File: src/rtl/rxls_pkg.sv
package rxls_pkg;
  typedef struct packed {
    logic ferr;
    logic perr;
  } rx_err_t;

  localparam int unsigned LSR_W = 8;
endpackage

File: src/rtl/rxls_store.sv
module rxls_store
  import rxls_pkg::*;
#(
  parameter int unsigned DEPTH  = 16,
  parameter int unsigned DATA_W = 8
) (
  input  logic              clk,
  input  logic              rst_n,
  input  logic              fifo_en,
  input  logic              rx_valid,
  input  logic [DATA_W-1:0] rx_data,
  input  rx_err_t           rx_err,
  input  logic              rd_rbr,
  output logic [DATA_W-1:0] head_data,
  output logic              cnt_nz,
  output logic              ovr_evt,
  output logic              head_load,
  output rx_err_t           head_next_err
);
  localparam int unsigned AW = (DEPTH > 1) ? $clog2(DEPTH) : 1;
  localparam int unsigned CW = $clog2(DEPTH + 1);

  function automatic logic [AW-1:0] ptr_inc(input logic [AW-1:0] p);
    return (p == AW'(DEPTH - 1)) ? '0 : p + 1'b1;
  endfunction

  logic              mode_q, mode_d;
  logic [AW-1:0]     rd_ptr_q, rd_ptr_d, wr_ptr_q, wr_ptr_d;
  logic [CW-1:0]     cnt_q, cnt_d, cnt_after_pop;
  logic [DATA_W-1:0] mem_d [DEPTH];
  rx_err_t           mem_e [DEPTH];

  logic flush, pop, room, accept, overwrite, we;
  logic [AW-1:0] waddr;

  // next-state
  always_comb begin
    flush         = (fifo_en != mode_q);
    pop           = rd_rbr & (cnt_q != '0) & ~flush;
    cnt_after_pop = cnt_q - CW'(pop);
    room          = mode_q ? (cnt_after_pop != CW'(DEPTH)) : (cnt_after_pop == '0);
    accept        = rx_valid & ~flush & room;
    ovr_evt       = rx_valid & ~flush & ~room;
    overwrite     = ovr_evt & ~mode_q;
    we            = accept | overwrite;
    waddr         = overwrite ? rd_ptr_q : wr_ptr_q;

    mode_d   = fifo_en;
    cnt_d    = flush ? '0 : cnt_after_pop + CW'(accept);
    rd_ptr_d = flush ? '0 : (pop ? ptr_inc(rd_ptr_q) : rd_ptr_q);
    wr_ptr_d = flush ? '0 : (accept ? ptr_inc(wr_ptr_q) : wr_ptr_q);

    head_load = flush | pop | overwrite | (accept & (cnt_after_pop == '0));
    if (flush) begin
      head_next_err = '0;
    end else if (overwrite || (accept && cnt_after_pop == '0)) begin
      head_next_err = rx_err;
    end else if (pop && cnt_after_pop != '0) begin
      head_next_err = mem_e[ptr_inc(rd_ptr_q)];
    end else begin
      head_next_err = '0;
    end
  end

  // control registers
  always_ff @(posedge clk or negedge rst_n) begin
    if (!rst_n) begin
      mode_q   <= 1'b0;
      cnt_q    <= '0;
      rd_ptr_q <= '0;
      wr_ptr_q <= '0;
    end else begin
      mode_q   <= mode_d;
      cnt_q    <= cnt_d;
      rd_ptr_q <= rd_ptr_d;
      wr_ptr_q <= wr_ptr_d;
    end
  end

  // storage array, write-enabled, no reset
  for (genvar i = 0; i < DEPTH; i++) begin : g_slot
    always_ff @(posedge clk) begin
      if (we && waddr == AW'(i)) begin
        mem_d[i] <= rx_data;
        mem_e[i] <= rx_err;
      end
    end
  end

  assign cnt_nz    = (cnt_q != '0);
  assign head_data = cnt_nz ? mem_d[rd_ptr_q] : '0;

  a_r3_count_bound: assert property (@(posedge clk) disable iff (!rst_n)
    cnt_q <= CW'(DEPTH));
  a_r5_single_holding: assert property (@(posedge clk) disable iff (!rst_n)
    !mode_q |-> cnt_q <= CW'(1));
  a_r4_full_keeps: assert property (@(posedge clk) disable iff (!rst_n)
    (mode_q && fifo_en && rx_valid && !rd_rbr && cnt_q == CW'(DEPTH))
      |=> (cnt_q == CW'(DEPTH) && $stable(wr_ptr_q) && $stable(rd_ptr_q)));
  a_r2_ready_after_store: assert property (@(posedge clk) disable iff (!rst_n)
    accept |=> cnt_nz);
  a_r9_flush_empties: assert property (@(posedge clk) disable iff (!rst_n)
    flush |=> !cnt_nz);
endmodule

File: src/rtl/rxls_flags.sv
module rxls_flags
  import rxls_pkg::*;
(
  input  logic             clk,
  input  logic             rst_n,
  input  logic             rd_lsr,
  input  logic             ovr_evt,
  input  logic             head_load,
  input  rx_err_t          head_next_err,
  input  logic             cnt_nz,
  output logic [LSR_W-1:0] lsr
);
  logic    oe_q, oe_d;
  rx_err_t shown_q, shown_d;

  always_comb begin
    oe_d = ovr_evt ? 1'b1 : (rd_lsr ? 1'b0 : oe_q);
    if (head_load)   shown_d = head_next_err;
    else if (rd_lsr) shown_d = '0;
    else             shown_d = shown_q;
  end

  always_ff @(posedge clk or negedge rst_n) begin
    if (!rst_n) begin
      oe_q    <= 1'b0;
      shown_q <= '0;
    end else begin
      oe_q    <= oe_d;
      shown_q <= shown_d;
    end
  end

  assign lsr = {4'b0000, shown_q.ferr, shown_q.perr, oe_q, cnt_nz};

  a_r6_oe_set: assert property (@(posedge clk) disable iff (!rst_n)
    ovr_evt |=> lsr[1]);
  a_r6_oe_clear: assert property (@(posedge clk) disable iff (!rst_n)
    (rd_lsr && !ovr_evt) |=> !lsr[1]);
  a_r7_err_clear: assert property (@(posedge clk) disable iff (!rst_n)
    (rd_lsr && !head_load) |=> (lsr[3:2] == 2'b00));
  a_r7_no_err_when_empty: assert property (@(posedge clk) disable iff (!rst_n)
    !lsr[0] |-> (lsr[3:2] == 2'b00));
endmodule

File: src/rtl/rxls_line_status.sv
module rxls_line_status
  import rxls_pkg::*;
#(
  parameter int unsigned DEPTH  = 16,
  parameter int unsigned DATA_W = 8
) (
  input  logic              clk,
  input  logic              rst_n,
  input  logic              fifo_en,
  input  logic              rx_valid,
  input  logic [DATA_W-1:0] rx_data,
  input  logic              rx_perr,
  input  logic              rx_ferr,
  input  logic              rd_rbr,
  input  logic              rd_lsr,
  output logic [DATA_W-1:0] rbr_data,
  output logic [7:0]        lsr
);
  rx_err_t rx_err, head_next_err;
  logic    cnt_nz, ovr_evt, head_load;

  assign rx_err = '{ferr: rx_ferr, perr: rx_perr};

  rxls_store #(.DEPTH(DEPTH), .DATA_W(DATA_W)) u_store (
    .clk          (clk),
    .rst_n        (rst_n),
    .fifo_en      (fifo_en),
    .rx_valid     (rx_valid),
    .rx_data      (rx_data),
    .rx_err       (rx_err),
    .rd_rbr       (rd_rbr),
    .head_data    (rbr_data),
    .cnt_nz       (cnt_nz),
    .ovr_evt      (ovr_evt),
    .head_load    (head_load),
    .head_next_err(head_next_err)
  );

  rxls_flags u_flags (
    .clk          (clk),
    .rst_n        (rst_n),
    .rd_lsr       (rd_lsr),
    .ovr_evt      (ovr_evt),
    .head_load    (head_load),
    .head_next_err(head_next_err),
    .cnt_nz       (cnt_nz),
    .lsr          (lsr)
  );

  a_r8_upper_zero: assert property (@(posedge clk) disable iff (!rst_n)
    rd_lsr |-> (lsr[7:4] == 4'h0));
endmodule

File: config.mk
export PLATFORM = sky130hd
export DESIGN_NAME = rxls_line_status
export DESIGN_NICKNAME = d
export VERILOG_FILES = /design/src/rtl/rxls_pkg.sv /design/src/rtl/rxls_store.sv /design/src/rtl/rxls_flags.sv /design/src/rtl/rxls_line_status.sv
export SDC_FILE = /design/constraint.sdc
export NUM_CORES = 1
export LEC_CHECK = 0
export ABC_AREA = 1
export BUFFER_PORTS_ARGS = -buffer_cell sky130_fd_sc_hd__buf_2
export CORE_ASPECT_RATIO = 0.5
export CORE_MARGIN = 10
export CORE_UTILIZATION = 61
export DETAILED_ROUTE_END_ITERATION = 8
export PLACE_DENSITY = 0.79
export SLEW_MARGIN = 10
export SYNTH_ARGS = -nofsm -noshare
export SYNTH_HDL_FRONTEND = slang
export SYNTH_SLANG_ARGS = --single-unit
File: constraint.sdc
create_clock -name clk -period 4.6 [get_ports clk]
set_input_delay 0.92 -clock clk [delete_from_list [all_inputs] [get_ports clk]]
set_output_delay 0.92 -clock clk [all_outputs]
set_load 0.05 [all_outputs]
==> summary.txt <==
Clock tree
  • # Post-CTS Setup Buffers: 0
  • Clock Tree Root: sky130_fd_sc_hd__clkbuf_16
  • Buffers from clock root to sink, at most: 2
  • Sinks on Clock Net: 177
  • Post-cts hold buffer count: 0
  • CTS Buf Count: 17
  • CTS tree: yes
  • Depth of the CTS H-tree: 4
  • Clock insertion delay at the later pin of the skew report: about 0.43 ns
  • CTS clk-pin slew, worst paths: around 0.07 ns
  • Resized cells post-CTS: 0

STA
  • Post-layout min period: about 4.0 ns
  • Highest Clock Rate: around 250 MHz
  • Headroom to the max-slew limit: between 30% and 40%
  • Finish-stage setup viols: 0
  • Unrepaired setup endpoints after global routing: no
  • Max Clock Skew: between 0.007 and 0.008 ns
  • Part of the cycle the worst path needs: between 80 and 90%
  • Worst Tran Pin Value: 0.998 ns
  • Total Negative Setup Slacks: 0 ns
  • Final count of hold timing violations: 0
  • Number of pins with negative max-slew slack in the final report: 0

Global routing
  • Via count of the first global-routing pass: about 5100
  • Maximum number of pins on one net before global-route repair: 70
  • Initial antenna violation count: 0
  • Global-route total usage across every layer: 20.4%
  • GRT Residual Overflow: 0
  • Global-route wire length before repair: roughly 27 mm

Placed design
  • Half-perimeter wire length of the detailed placement result: between 10 and 15 mm
  • Instance area at placement: a little under 8000 um2
  • Input/output buffers: 27
  • Routability congestion estimate: just under 0.9
  • Placed Cells incl. Taps: 833

Routing
  • Total iterations of the first detailed-routing run: 6
  • Total wirelength of the detailed-routed design: between 15 and 20 mm
  • DRC violation total after the first TritonRoute iteration: 663
  • Routed wire length per instance: ~20 um
  • Remaining antenna violation count: 0
  • Total number of vias: between 5000 and 6000
  • DRC: 0
  • Via-per-instance ratio: approximately 6

Final layout
  • Number of nets in the layout: around 710
  • P&R area growth vs syn: 12.9%
  • Final core utilization: a little under three quarters
  • Final cell count without fillers: 865
  • Antenna cells: 0
  • Design area: roughly 8500 um2
  • Layout cells sized above 1: roughly 14%

Synthesis
  • Yosys Warn Count: 0
  • Sequential cell area fraction in the yosys report: 69.9%
  • Post-synthesis average cell area: 11.5 um2
  • Number of synthesized register bits: ~180
  • Synth Instances: around 650
  • Post-synth design cell area: about 7500 um2
  • Synth cell types: 30

Floorplanning
  • Core outline area: around 12000 um2
  • Chip Height: approximately 98 um
  • IO Count: 32
  • Starting density of the core: 62.8%
  • Die area: roughly 17000 um2
  • Chip Width: 177 um
  • Total number of placement rows: 28

Worst setup path
  • Critical Path End Type: output port
  • Kind of critical path: register to output port
  • Worst setup slack for register-to-register paths: approximately 1.2 ns
  • CP Data Required Time: 3.68 ns
  • Critical Path AT: roughly 3 ns
  • Kind of start point of the critical path: register
  • Peak fanout along the critical path: slightly below 70

Worst hold path
  • Class of the worst hold path: input pin to async pin

Pwr
  • Leakage dissipation: about 3.1 nW
  • IR Drop Worst-Case VDD: around 0.47 mV
  • Power per cell area: 589 nW/um2

Run
  • Number of max-cap violations: 0

Run status
  • Run status: completed
==> path summary, 6_finish.rpt <==
| kind | from | endpoint | cells past startpoint |
|---|---|---|---|
| hold / removal | rst_n | u_store.cnt_q[2]$_DFF_PN0_ | 1 |
| hold reg to reg | u_flags.oe_q$_DFFE_PN0P_ | u_flags.oe_q$_DFFE_PN0P_ | 1 |
| setup reg to reg | u_store.cnt_q[1]$_DFF_PN0_ | u_store.mem_d[7][6]$_DFFE_PP_ | 17 |
| max in group asynchronous | rst_n | u_store.rd_ptr_q[0]$_DFFE_PN0P_ | 1 |
| setup / recovery | u_store.rd_ptr_q[0]$_DFFE_PN0P_ | rbr_data[7] | 7 |
| min in group clk | u_flags.oe_q$_DFFE_PN0P_ | u_flags.oe_q$_DFFE_PN0P_ | 1 |
==> worst max-delay path, cell delays in order (launching register included) <==
cell and delay [ns]:
sky130_fd_sc_hd__dfrtp_2 0.71, sky130_fd_sc_hd__clkinv_1 0.12, sky130_fd_sc_hd__buf_4 0.55, sky130_fd_sc_hd__o21ai_0 0.26, sky130_fd_sc_hd__o22ai_1 0.24, sky130_fd_sc_hd__a21oi_1 0.12, sky130_fd_sc_hd__a21oi_1 0.25, sky130_fd_sc_hd__buf_2 0.31
==> metrics by stage <==
stage	worst slack (ns)	hold WS, ns	power, mW
2_1_floorplan	0.898	0.480	3.10
3_3_place_gp	0.771	0.515	3.46
3_5_place_dp	0.623	0.508	3.49
4_1_cts	0.653	0.405	4.97
5_1_grt	0.462	0.425	5.20
6_report	0.612	0.404	4.97
==> synthesized netlist by cell type <==
library cell	n	area share, %
sky130_fd_sc_hd__buf_6	1	0.15
sky130_fd_sc_hd__nand2_2	7	0.59
sky130_fd_sc_hd__o21ai_0	71	4.7
sky130_fd_sc_hd__xor2_1	1	0.12
sky130_fd_sc_hd__buf_4	6	0.60
sky130_fd_sc_hd__ha_1	6	1.0
sky130_fd_sc_hd__nor2_1	91	4.6
sky130_fd_sc_hd__buf_1	1	0.050
sky130_fd_sc_hd__nand2_1	97	4.9
sky130_fd_sc_hd__xnor2_1	1	0.12
sky130_fd_sc_hd__a21boi_0	1	0.10
sky130_fd_sc_hd__nor2_2	2	0.17
sky130_fd_sc_hd__nand4_1	9	0.75
sky130_fd_sc_hd__nand3_4	1	0.23
sky130_fd_sc_hd__a22o_1	1	0.12
sky130_fd_sc_hd__nand2_4	1	0.15
sky130_fd_sc_hd__inv_1	30	1.5
sky130_fd_sc_hd__clkbuf_1	24	1.2
sky130_fd_sc_hd__edfxtp_1	160	64
sky130_fd_sc_hd__clkinv_1	3	0.15
sky130_fd_sc_hd__a31oi_1	1	0.084
sky130_fd_sc_hd__a21oi_1	21	1.4
sky130_fd_sc_hd__nand3_1	53	3.5
sky130_fd_sc_hd__o211ai_1	1	0.10
sky130_fd_sc_hd__o22ai_1	36	3.0
sky130_fd_sc_hd__o21ai_2	3	0.35
sky130_fd_sc_hd__dfrtp_1	17	5.7
sky130_fd_sc_hd__nand3b_1	1	0.10
sky130_fd_sc_hd__buf_2	4	0.27
sky130_fd_sc_hd__conb_1	1	0.050
==> report_power, final <==
| part | switching [mW] | internal, mW |
|---|---|---|
| registers | 0.0812 | 1.84 |
| clock network | 0.659 | 0.828 |
| logic | 1.14 | 0.422 |
==> cell usage in the layout, fill, tap and decap left out, drive strengths merged, types with 7 or more instances in the layout <==
master,count
a21oi,21
buf,49
clkbuf,17
clkinv,7
dfrtp,17
edfxtp,160
inv,37
nand2,105
nand3,54
nand4,9
nor2,93
o21ai,74
o22ai,36
==> kinds of logic (layout without fill, tap and decap cells) <==
family	Yosys count	in the layout	share of synthesized area (%)
simple gates	262	262	15.0
flops	177	177	69.9
compound gates	135	135	9.92
buf+inv	69	114	3.93
fa+ha+maj	6	6	1.00
xor+xnor	2	2	0.234
other cells	1	4	0.0501
==> state kept, by name, indices dropped and copies added (netlist names) <==
| name | count |
|---|---|
| u_flags.lsr | 2 |
| u_store.cnt_q | 5 |
| u_store.wr_ptr_q | 4 |
| u_store.mode_q | 1 |
| u_flags.oe_q | 1 |
| u_store.mem_d | 128 |
| u_store.mem_e | 32 |
| u_store.rd_ptr_q | 4 |
==> layout make-up <==
type	count	area (um2)
Multi-Input combinational cell	409	1970
Sequential cell	177	5230
Clock buffer	17	425
Clock inverter	15	194
Inverter	33	124
Timing Repair Buffer	49	300
Tap cell	165	206
Fill cell	808	3460
==> layer usage <==
layer,GRT usage (%),vias to the layer above,wire [um]
met1,25.3,2567,6590
met4,8.29,0,432
met5,0,-,0
met3,4.61,41,1890
met2,34.3,294,8680
li1,-,2390,-
Power figures use the tool's default switching activity.
